===== config.mk =====
export PLATFORM = sky130hd
export DESIGN_NAME = pwr_clk_ctrl
export DESIGN_NICKNAME = d
export VERILOG_FILES = /design/src/rtl/pwr_clk_pkg.sv /design/src/rtl/quiet_timer.sv /design/src/rtl/idle_handshake.sv /design/src/rtl/clk_enable_gen.sv /design/src/rtl/pwr_clk_ctrl.sv
export SDC_FILE = /design/constraint.sdc
export NUM_CORES = 1
export LEC_CHECK = 0
export BUFFER_PORTS_ARGS = -buffer_cell sky130_fd_sc_hd__buf_2
export CORE_AREA = 2 2 39 41
export DETAILED_ROUTE_END_ITERATION = 6
export DIE_AREA = 0 0 41 43
export MAX_ROUTING_LAYER = met4
export PLACE_DENSITY = 0.38
export SLEW_MARGIN = 10
export SYNTH_ARGS = -nofsm -noshare
export SYNTH_HDL_FRONTEND = slang
export SYNTH_SLANG_ARGS = --single-unit

===== constraint.sdc =====
create_clock -name clk -period 1.69 [get_ports clk]
set_input_delay 0.169 -clock clk [delete_from_list [all_inputs] [get_ports clk]]
set_output_delay 0.169 -clock clk [all_outputs]
set_load 0.1 [all_outputs]

===== src/rtl/pwr_clk_pkg.sv =====
// Package: shared types for the clock autogating controller.
// Assumes: two power modes only; run and idle are mutually exclusive.
package pwr_clk_pkg;
    typedef enum logic {
        MODE_RUN  = 1'b0,
        MODE_IDLE = 1'b1
    } pwr_mode_t;
endpackage


===== src/rtl/quiet_timer.sv =====
// Module: quiet_timer
// Counts consecutive quiet cycles up to LIMIT and saturates there.
// Assumes: clear has priority over counting; expired is high once LIMIT is reached.
module quiet_timer #(
    parameter int LIMIT = 8
) (
    input  logic clk,
    input  logic rst_n,
    input  logic clear,
    output logic expired
);
    localparam int CNT_W = $clog2(LIMIT + 1);
    localparam logic [CNT_W-1:0] LIMIT_V = CNT_W'(LIMIT);

    logic [CNT_W-1:0] cnt_q;

    // Count quiet cycles, restart on clear, hold at the limit.
    always_ff @(posedge clk) begin
        if (!rst_n) begin
            cnt_q <= '0;
        end else if (clear) begin
            cnt_q <= '0;
        end else if (cnt_q != LIMIT_V) begin
            cnt_q <= cnt_q + 1'b1;
        end
    end

    // Flag the saturated count.
    always_comb begin
        expired = (cnt_q == LIMIT_V);
    end
endmodule


===== src/rtl/idle_handshake.sv =====
// Module: idle_handshake
// Run/idle mode machine for the power manager request/acknowledge handshake.
// Assumes: entry is refused while a transfer is busy or starting; exit follows request removal.
module idle_handshake
    import pwr_clk_pkg::*;
(
    input  logic      clk,
    input  logic      rst_n,
    input  logic      idle_req,
    input  logic      busy,
    input  logic      xfer_start,
    output pwr_mode_t mode
);
    pwr_mode_t mode_q;
    pwr_mode_t mode_d;

    // Next-mode decision.
    always_comb begin
        mode_d = mode_q;
        case (mode_q)
            MODE_RUN:  if (idle_req && !busy && !xfer_start) mode_d = MODE_IDLE;
            MODE_IDLE: if (!idle_req) mode_d = MODE_RUN;
            default:   mode_d = MODE_RUN;
        endcase
    end

    // Mode register.
    always_ff @(posedge clk) begin
        if (!rst_n) begin
            mode_q <= MODE_RUN;
        end else begin
            mode_q <= mode_d;
        end
    end

    // Expose the current mode.
    always_comb begin
        mode = mode_q;
    end
endmodule


===== src/rtl/clk_enable_gen.sv =====
// Module: clk_enable_gen
// Derives the two clock enables from the mode and the quiet timer.
// Assumes: a register access while gated needs the interface clock in its own cycle.
module clk_enable_gen
    import pwr_clk_pkg::*;
(
    input  pwr_mode_t mode,
    input  logic      expired,
    input  logic      reg_access,
    output logic      iclk_en,
    output logic      fclk_en
);
    // Enables are off in idle mode; when gated, only an access opens the interface clock.
    always_comb begin
        if (mode == MODE_IDLE) begin
            fclk_en = 1'b0;
            iclk_en = 1'b0;
        end else begin
            fclk_en = !expired;
            iclk_en = !expired || reg_access;
        end
    end
endmodule


===== src/rtl/pwr_clk_ctrl.sv =====
// Module: pwr_clk_ctrl (top)
// Clock autogating in run mode plus the idle request/acknowledge handshake.
// Assumes: synchronous active-low reset; all inputs synchronous to clk.
module pwr_clk_ctrl
    import pwr_clk_pkg::*;
#(
    parameter int IDLE_CYCLES = 8
) (
    input  logic clk,
    input  logic rst_n,
    input  logic autoidle_en,
    input  logic reg_access,
    input  logic card_irq,
    input  logic xfer_start,
    input  logic busy,
    input  logic idle_req,
    output logic iclk_en,
    output logic fclk_en,
    output logic idle_ack
);
    pwr_mode_t mode;
    logic      activity;
    logic      timer_clear;
    logic      expired;

    // Any wake source or running transfer counts as activity.
    always_comb begin
        activity    = reg_access || card_irq || xfer_start || busy;
        timer_clear = activity || !autoidle_en || idle_req || (mode == MODE_IDLE);
    end

    quiet_timer #(.LIMIT(IDLE_CYCLES)) u_timer (
        .clk     (clk),
        .rst_n   (rst_n),
        .clear   (timer_clear),
        .expired (expired)
    );

    idle_handshake u_hs (
        .clk        (clk),
        .rst_n      (rst_n),
        .idle_req   (idle_req),
        .busy       (busy),
        .xfer_start (xfer_start),
        .mode       (mode)
    );

    clk_enable_gen u_en (
        .mode       (mode),
        .expired    (expired),
        .reg_access (reg_access),
        .iclk_en    (iclk_en),
        .fclk_en    (fclk_en)
    );

    // Acknowledge reflects idle mode.
    always_comb begin
        idle_ack = (mode == MODE_IDLE);
    end
endmodule


# Word-level counts from Yosys, hierarchy flattened
# Index checks and enable logic that the tools add are counted.
# totals
out_inout_bits	3
ramBits	0
reg_bits	5
input_bits	8
memories	0
latchBits	0
romBits	0
# op_classes
bitwise	2
div_mod_pow	0
n_reduce_logical	14
n_eq_ne	2
n_shift	0
n_mux	5
n_mul	0
addsub	1
n_lt_le_gt_ge	0
# ops
operator	count
logical OR 1 bit	7
adder 4 x 1 -> 4 bit (second input constant)	1
== test 4 bit (second input constant)	1
zero test 1 bit	4
two-way mux 1 bit	4
!= test 4 bit (second input constant)	1
logical AND 1 bit	2
NOT 1 bit	2
one-hot mux 1 bit (2 select lines)	1
OR reduction 2 bit	1

# Longest topological paths before layout
# Gate-level depths: netlist of the first run.
# depth
depth_word	7
mapped_depth	5
ltp_nobuf	5

# Hierarchy
# Synthesis of the first run repeated with hierarchy kept, for this count alone.
# hier_totals
cells_unflattened	31
area_unflattened_um2	321.6
# modules_own_cells
mod	area_per_inst_um2	cells_each	seq_area_each_um2	n_inst
quiet_timer	247.7	22	80.1	1
idle_handshake	33.8	3	20.0	1
pwr_clk_ctrl	23.8	3	0.0	1
clk_enable_gen	16.3	3	0.0	1

# Worst setup path before layout of the first run
# Ideal clock, no wire load.
# synth_timing
path_kind	reg2out
start	register u_timer.cnt_q[0]
end	output fclk_en
path_buffers	0
stages_incl_launch_ff	5
required_time_ps	1521
slack_ps	-624
t_arrival_ps	2145
path_cell_list	dfxtp_1 -> inv_1 -> ha_1 -> nand3b_1 -> nor2b_1
# synth_via
elab_chain_cells	3
# synth_rtl
item	line	rtl
from (decl)	quiet_timer.sv:15	logic [CNT_W-1:0] cnt_q;
from (signal assigned)	quiet_timer.sv:24	cnt_q <= cnt_q + 1'b1;
== test 4 bit	quiet_timer.sv:30	expired = (cnt_q == LIMIT_V);
zero test 1 bit	clk_enable_gen.sv:19	fclk_en = !expired;
two-way mux 1 bit	clk_enable_gen.sv:15	if (mode == MODE_IDLE) begin
to (decl)	pwr_clk_ctrl.sv:18	output logic fclk_en,
# No other way between the ends.

# Worst setup path after layout of the first run
# Ends and elaborated chain as after synthesis.

==> impl_metrics.csv, run 1 <==
group,metric,value,unit
clocking,postCtsResizedCells,0,
power,total_power,0.3038,mW
setup_path,worstPathRequired,1520,ps
setup_path,path_cells,"inv_1 -> ha_1 -> nand3b_1 -> nor2b_2 -> buf_12",
logic_synthesis,synth_cell_types,16,
power,vdd_drop_max,279.2,µV
timing,fmax,635.7,MHz
timing,period_share,93.08,%
power,p_int,0.2246,mW
placed_design,finalWeightedCongestion,0.5941,
floorplanning,ios,11,
logic_synthesis,yosysWarnings,0,
clocking,worstSkewPairLatency,250,ps
global_route,grt_pass1_wl,855,µm
floorplanning,dieArea,1763,µm²
routing,wl,564,µm
global_route,grt_pass1_vias,229,
placed_design,dpl-instance-area,372.9,µm²
placed_design,io_buffers,10,
power,seq_power_share,39.7,%
timing,setup_viol,0,
power,power_frac_comb,13.8,%
power,powerDensity,747.1,nW/µm²
logic_synthesis,synth_seq_area_share,37.38,%
power,leakage,0.1986,nW
floorplanning,chipHeight,43,µm
timing,tns,0,ps
timing,clock-skew-final,6.970,ps
worst_hold_path,hold_path_end,"u_hs.mode",
final_layout,postLayoutCoreUtil,29.39,%
setup_path,path_delay_family,"flip-flops",
timing,slew_viol_final,0,
final_layout,drive_above_1_share,44.19,%
global_route,antenna_found_initial,0,
worst_hold_path,min_path_cells,2,
routing,vias_per_cell,3.915,
floorplanning,fp-row-count,14,
outcome,status,"complete, no violations",
global_route,track_usage,8.041,%
clocking,cts_made_buffers,3,
logic_synthesis,ys_seq_elements,5,
logic_synthesis,synth_area_leader_cell,"dfxtp_1",
setup_path,crit_arrival,1400,ps
routing,first_pass_iters,4,
setup_path,rr_endpoint,"u_timer.cnt_q[1]",
clocking,cts.sinks,5,
clocking,cts_tree,"built",
final_layout,diodes,0,
logic_synthesis,synth_top_area_share,37.38,%
clocking,postCtsSetupBuffers,0,
routing,drt.antenna.violating_nets,0,
clocking,cts.clk_slew.worst_paths,50,ps
setup_path,crit_type,"register to primary output",
floorplanning,core_area,1384,µm²
setup_path,r2r-start,"u_timer.cnt_q[0]",
final_layout,fin_nets,54,
routing,vias,231,
logic_synthesis,syn_nets,38,
placed_design,dp_hpwl,475.3,µm
logic_synthesis,syn_area,267.8,µm²
timing,rsz0062_at_grt,"false",
routing,drt_iter0_markers,2,
logic_synthesis,synth_area_leaders,"dfxtp_1 37%, ha_1 9.3%, nor2_1 8.4%, nand3b_1 5.6%, nand4b_2 5.6%",
timing,slew_headroom,67.76,%
setup_path,path_max_fanout,4,
floorplanning,fp.dieW,41,µm
global_route,grt_max_degree,6,
setup_path,slowest_stage,"dfxtp_1",
power,swShare,26.08,%
power,power.switching,0.07924,mW
global_route,overflow,0,
final_layout,area_growth_syn_to_layout,51.87,%
timing,worstMarginPinSlew,487.0,ps
job,cap_violations,0,
setup_path,crit_start,"u_timer.cnt_q[0]",
timing,whs,179.5,ps
clocking,hold_buffers,0,
clocking,clk_path_buf_depth,2,
routing,wire_per_inst,9.559,µm
floorplanning,start_util,19.35,%
setup_path,slowest_delay,380,ps
worst_hold_path,hp-class,"input port to register",
setup_path,cp.buffers_inverters,2,
clocking,cts-root-buf,"clkbuf_4",
logic_synthesis,syn_inst,28,
setup_path,critPathLaunchType,"register",
setup_path,end_kind,"primary output",
logic_synthesis,syn_avg_cell_area,9.563,µm²
worst_hold_path,holdCritStartpoint,"idle_req",
final_layout,stdcell_area,406.6,µm²
setup_path,rrSetupSlack,450,ps
routing,drc_errors,0,
setup_path,rr_worst_depth,6,
clocking,cts-htree-levels,1,
power,power.share.clock,46.5,%
timing,period_minus_slack,1573,ps
timing,hold_violations,0,
[logic make-up (layout without fill, tap and decap cells)]
group / count (synthesis) / count (layout) / synth area share (%)
multiplexers: 1 / 1 / 3.738
AO/OA/AOI/OAI: 2 / 2 / 7.010
AND/OR/NAND/NOR: 14 / 14 / 33.17
buffers and inverters: 2 / 17 / 2.805
adder cells (fa/ha/maj): 2 / 2 / 9.344
flip-flops: 5 / 5 / 37.38
XOR/XNOR: 2 / 2 / 6.543
[area by class of cell]
type                            count  area, µm²
Timing Repair Buffer               11      87.58
Inverter                            2      7.507
Clock buffer                        4      26.28
Sequential cell                     5      100.1
Multi-Input combinational cell     21      165.2
Fill cell                         151      977.2
Tap cell                           16      20.02
[state kept, by name, summed over array words and instances (netlist names)]
| signal | flops |
|---|---|
| u_hs.mode | 1 |
| u_timer.cnt_q | 4 |
[metal layers]
metal	global-route usage, %	wire [µm]
met4	10.00	0
met3	1.571	36
met2	11.88	309
met1	7.120	218
met5	-	0
[power groups by stage]
stage / clock network [mW] / logic (mW) / registers (mW)
global route: 0.155 / 0.0434 / 0.120
global placement: 0 / 0.0417 / 0.123
floorplan: 0 / 0.0175 / 0.129
detailed placement: 0 / 0.0423 / 0.123
CTS: 0.149 / 0.0423 / 0.121
finish: 0.141 / 0.0419 / 0.121
[worst max path at each step]
stage               cells after the start  slack [ps]      end
finish                                  5         120  fclk_en
global route                            5          30  fclk_en
CTS                                     5          30  fclk_en
detailed placement                      5         300  fclk_en
global placement                        5         340  fclk_en
floorplan                               1        -110  iclk_en
[metrics by stage]
stage / instances / setup WS (ps)
final: 59 / 116.9
after global routing: 59 / 31.42
after CTS: 58 / 25.24
after detailed placement: 54 / 298.7
after global placement: 54 / 338.6
after floorplan: 28 / -112.1
[cells in the mapped netlist (all sizes together)]
cell type and n:
nand2 1, nor4b 1, o211a 1, a21oi 1, nor2b 1, xnor2 1, xor2 1, nand3 1
mux2i 1, dfxtp 5, inv 2, nand4b 1, nand3b 2, nand2b 1, nor2 6, ha 2
[cells in the final DEF (no fill, tap or decap), types with 2 or more instances in the layout]
cell type,n
buf_12,2
buf_2,8
clkbuf_4,3
dfxtp_1,5
ha_1,2
inv_1,2
nand3b_1,2
nor2_1,5
(Power assumes the default switching activity.)
==> inputs of run 2 (changes only) <==
==> constraint.sdc (replaced) <==
create_clock -name clk -period 2 [get_ports clk]
set_input_delay 0.2 -clock clk [delete_from_list [all_inputs] [get_ports clk]]
set_output_delay 0.2 -clock clk [all_outputs]
set_load 0.1 [all_outputs]
==> impl_metrics.csv, run 2 (synthesis results as in run 1) <==
group,metric,value,unit
power,swShare,26.78,%
power,leakage,0.1785,nW
power,power.share.clock,47.9,%
final_layout,fill_cells,149,
placed_design,io_buffers,10,
setup_path,end_kind,"primary output",
floorplanning,fp.dieW,41,µm
worst_hold_path,hp-class,"input port to register",
global_route,met1_usage,7.419,%
setup_path,rr_endpoint,"u_timer.cnt_q[1]",
power,power.switching,0.06784,mW
final_layout,diodes,0,
timing,slew_viol_final,0,
clocking,cts.sinks,5,
global_route,overflow,0,
timing,worstMarginPinSlew,485.6,ps
outcome,status,"complete, no violations",
final_layout,fin_nets,53,
timing,tns,0,ps
final_layout,final_common_cell,"buf_2",
power,seq_power_share,40.2,%
routing,wl,565,µm
global_route,use_met2,13.44,%
final_layout,top_register,"u_timer.cnt_q",
power,total_power,0.2533,mW
timing,fmax,533.6,MHz
routing,vias_per_cell,4.138,
global_route,track_usage,8.960,%
global_route,grt_pass1_vias,259,
final_layout,layout.area.seq,100.1,µm²
floorplanning,ios,11,
setup_path,crit_arrival,1670,ps
clocking,cts.clk_slew.worst_paths,50,ps
job,cap_violations,0,
global_route,grt_max_degree,6,
timing,clock-skew-final,2.734,ps
final_layout,largest_reg_flops,4,
setup_path,endpoint,"fclk_en",
floorplanning,fp-row-count,14,
clocking,postCtsResizedCells,0,
setup_path,crit_start,"u_timer.cnt_q[0]",
routing,wire_per_inst,9.741,µm
routing,vias,240,
timing,period_minus_slack,1874,ps
placed_design,finalWeightedCongestion,0.6109,
floorplanning,start_util,19.35,%
clocking,cts-root-buf,"clkbuf_4",
floorplanning,chipHeight,43,µm
floorplanning,core_area,1384,µm²
power,vdd_drop_max,286.1,µV
clocking,cts_made_buffers,3,
global_route,grt-busiest-layer,"met2",
routing,drt_iter0_markers,4,
setup_path,r2r-start,"u_timer.cnt_q[0]",
global_route,antenna_found_initial,0,
power,powerDensity,686.4,nW/µm²
clocking,postCtsSetupBuffers,0,
final_layout,final_cell_mix,"10 x buf_2, 5 x nor2_1, 5 x dfxtp_1",
final_layout,drive_above_1_share,42.86,%
power,p_int,0.1855,mW
worst_hold_path,min_path_cells,2,
clocking,hold_buffers,0,
global_route,use_met3,1.571,%
worst_hold_path,holdCritStartpoint,"idle_req",
routing,drc_errors,0,
setup_path,critPathLaunchType,"register",
timing,setup_viol,0,
setup_path,rrSetupSlack,780,ps
setup_path,crit_type,"register to primary output",
setup_path,path_max_fanout,4,
global_route,grt_pass1_wl,945,µm
timing,slew_headroom,67.85,%
setup_path,worstPathRequired,1800,ps
timing,hold_violations,0,
routing,first_pass_iters,2,
setup_path,rr_worst_depth,5,
power,power_frac_comb,11.9,%
clocking,cts-htree-levels,1,
timing,rsz0062_at_grt,"false",
final_layout,area_growth_syn_to_layout,37.85,%
floorplanning,dieArea,1763,µm²
clocking,clk_path_buf_depth,2,
final_layout,postLayoutCoreUtil,26.67,%
timing,period_share,93.70,%
clocking,worstSkewPairLatency,250,ps
routing,drt.antenna.violating_nets,0,
clocking,cts_tree,"built",
final_layout,multi_input_area,165.2,µm²
## run 2: cell types whose count changed in the layout (fill, tap and decap cells not counted)
cell	previous run	this run
buf_12	2	0
buf_2	8	10
buf_4	1	0
## run 2: how the worst min path moves through the flow
stage                      to  slack, ps
CTS                 u_hs.mode        200
finish              u_hs.mode        210
detailed placement  u_hs.mode        460
floorplan           u_hs.mode        330
global placement    u_hs.mode        450
global route        u_hs.mode        210
## run 2: power groups by stage
stage                     Clock [mW]  Sequential [mW]  Combinational [mW]
after floorplan                    0            0.109              0.0147
after detailed placement           0            0.104              0.0303
after CTS                      0.127            0.102              0.0304
after global routing           0.130            0.102              0.0319
after global placement             0            0.104              0.0298
final                          0.121            0.102              0.0301
## run 2: metal layers
| layer | part of all wire (%) | vias up |
|---|---|---|
| met2 | 52 | 7 |
| met4 | 4.8 | 0 |
| met5 | 0 | - |
| met3 | 6.5 | 4 |
| li1 | - | 122 |
| met1 | 36 | 107 |
## run 2: area by class of cell
class | instances | area share (%)
multi-input combinational | 21 | 44.75
sequential | 5 | 27.12
timing repair buffer | 10 | 13.56
clock buffer | 4 | 7.119
tap | 16 | 5.424
inverter | 2 | 2.034
## run 2: through the flow
step,instances,hold WS (ps),setup WS (ps),cell area [µm²]
4_1_cts,58,202.7,97.90,369.1
6_report,58,206.9,126.1,369.1
5_1_grt,58,212.7,24.51,369.1
2_1_floorplan,28,333.4,166.9,272.8
3_5_place_dp,54,464.7,371.7,342.8
3_3_place_gp,54,453.1,428.8,342.8
## run 2: worst max-delay path: stages (launching register included)
cell and delay (ps):
dfxtp_1 380, inv_1 70, ha_1 210, nand3b_1 190, nor2b_2 160, buf_2 420
==> inputs of run 3 (changes only) <==
==> constraint.sdc (replaced) <==
create_clock -name clk -period 2 [get_ports clk]
set_input_delay 0.4 -clock clk [delete_from_list [all_inputs] [get_ports clk]]
set_output_delay 0.4 -clock clk [all_outputs]
set_load 0.1 [all_outputs]
==> impl_metrics.csv, run 3 (synthesis results as in run 1) <==
group,metric,value,unit
setup_path,crit_arrival,1500,ps
clocking,worstSkewPairLatency,250,ps
timing,slew_viol_final,0,
global_route,track_usage,7.297,%
global_route,antenna_found_initial,0,
floorplanning,start_util,19.35,%
final_layout,final_cell_mix,"8 x buf_2, 5 x nor2_1, 5 x dfxtp_1",
setup_path,rrSetupSlack,770,ps
global_route,grt_max_degree,6,
final_layout,fin_cells,58,
setup_path,rr_endpoint,"u_timer.cnt_q[1]",
clocking,cts_made_buffers,3,
setup_path,crit_type,"register to primary output",
routing,wl,526,µm
placed_design,dp_cells,54,
timing,worstMarginPinSlew,486.1,ps
floorplanning,core_area,1384,µm²
placed_design,dpl-instance-area,372.9,µm²
timing,hold_violations,0,
setup_path,slowest_delay,380,ps
routing,vias_per_cell,4.034,
timing,whs,410.9,ps
worst_hold_path,holdCritStartpoint,"idle_req",
timing,period_minus_slack,1904,ps
final_layout,final_common_cell,"buf_2",
floorplanning,fp.dieW,41,µm
final_layout,top_register,"u_timer.cnt_q",
global_route,overflow,0,
setup_path,path_cells,"inv_1 -> ha_1 -> nand3b_1 -> nor2b_2 -> buf_12",
clocking,postCtsResizedCells,0,
routing,first_pass_iters,1,
timing,setup_viol,0,
routing,drt_iter0_markers,0,
timing,period_share,95.20,%
floorplanning,fp-row-count,14,
clocking,cts.clk_slew.worst_paths,50,ps
clocking,cts-htree-levels,1,
clocking,clk_path_buf_depth,2,
setup_path,end_kind,"primary output",
clocking,cts.sinks,5,
clocking,hold_buffers,0,
final_layout,drive_above_1_share,42.86,%
floorplanning,chipHeight,43,µm
outcome,status,"complete, no violations",
power,leakage,0.1944,nW
job,cap_violations,0,
setup_path,path_max_fanout,4,
power,vdd_drop_max,413.7,µV
clocking,cts-root-buf,"clkbuf_4",
routing,wire_per_inst,9.069,µm
final_layout,diodes,0,
worst_hold_path,hold_path_end,"u_hs.mode",
routing,drc_errors,0,
clocking,cts_tree,"built",
placed_design,io_buffers,10,
global_route,grt_pass1_wl,848,µm
global_route,grt_pass1_vias,239,
floorplanning,ios,11,
final_layout,postLayoutCoreUtil,28.84,%
routing,drt.antenna.violating_nets,0,
setup_path,slowest_stage,"dfxtp_1",
placed_design,finalWeightedCongestion,0.6218,
setup_path,rr_worst_depth,5,
final_layout,area_growth_syn_to_layout,49.07,%
clocking,postCtsSetupBuffers,0,
worst_hold_path,hp-class,"input port to register",
timing,rsz0062_at_grt,"false",
setup_path,critPathLaunchType,"register",
final_layout,stdcell_area,399.1,µm²
power,powerDensity,641.7,nW/µm²
floorplanning,dieArea,1763,µm²
routing,vias,234,
timing,clock-skew-final,5.096,ps
final_layout,fill_cells,146,
final_layout,largest_reg_flops,4,
setup_path,worstPathRequired,1600,ps
timing,slew_headroom,67.81,%
timing,fmax,525.2,MHz
final_layout,fin_nets,53,
setup_path,r2r-start,"u_timer.cnt_q[0]",
worst_hold_path,min_path_cells,2,
-- run 3: cell counts in the layout (fill, tap and decap cells not counted) --
Identical to the previous run, type by type.
-- run 3: worst max-delay path by stage --
stage / from / end / slack (ps) / depth (start not counted)
finish: u_timer.cnt_q[0] / fclk_en / 100 / 5
global route: u_timer.cnt_q[0] / fclk_en / 4 / 5
CTS: u_timer.cnt_q[0] / fclk_en / 70 / 5
detailed placement: u_timer.cnt_q[0] / fclk_en / 340 / 5
global placement: u_timer.cnt_q[0] / fclk_en / 390 / 5
floorplan: u_hs.mode / iclk_en / -30 / 1
-- run 3: final cells by class --
cell class	instances	area [µm²]	area share (%)
multi-input combinational	21	165.2	41.38
sequential	5	100.1	25.08
timing repair buffer	10	80.08	20.06
clock buffer	4	26.28	6.583
tap	16	20.02	5.016
inverter	2	7.507	1.881
-- run 3: layer usage --
metal | wire length, µm | track usage, % | vias to the layer above
met5 | 0 | - | -
met4 | 20 | 6.000 | 0
met3 | 33 | 1.571 | 2
met2 | 278 | 11.25 | 7
met1 | 194 | 7.372 | 103
li1 | - | - | 122
-- run 3: worst max-delay path, delay by kind of cell (launching register included) --
family | cells | cell delay (ps)
and+or+nand+nor | 2 | 420
adders and majority gates | 1 | 210
buffers and inverters | 2 | 250
DFF | 1 | 380
-- run 3: through the flow --
step	setup TNS, ps	setup slack (ps)	power, mW
2_1_floorplan	-64.20	-33.08	0.1235
3_3_place_gp	0	390.0	0.1388
3_5_place_dp	0	340.1	0.1393
4_1_cts	0	71.36	0.2610
5_1_grt	0	3.645	0.2628
6_report	0	95.91	0.2561
-- run 3: where the power goes --
| group | internal [mW] | switching (mW) | total, mW | leakage [nW] |
|---|---|---|---|---|
| Clock | 0.0756 | 0.0433 | 0.119 | 0.0150 |
| Combinational | 0.0133 | 0.0219 | 0.0353 | 0.139 |
| Sequential | 0.101 | 0.00110 | 0.102 | 0.0404 |
| Total | 0.190 | 0.0664 | 0.256 | 0.194 |
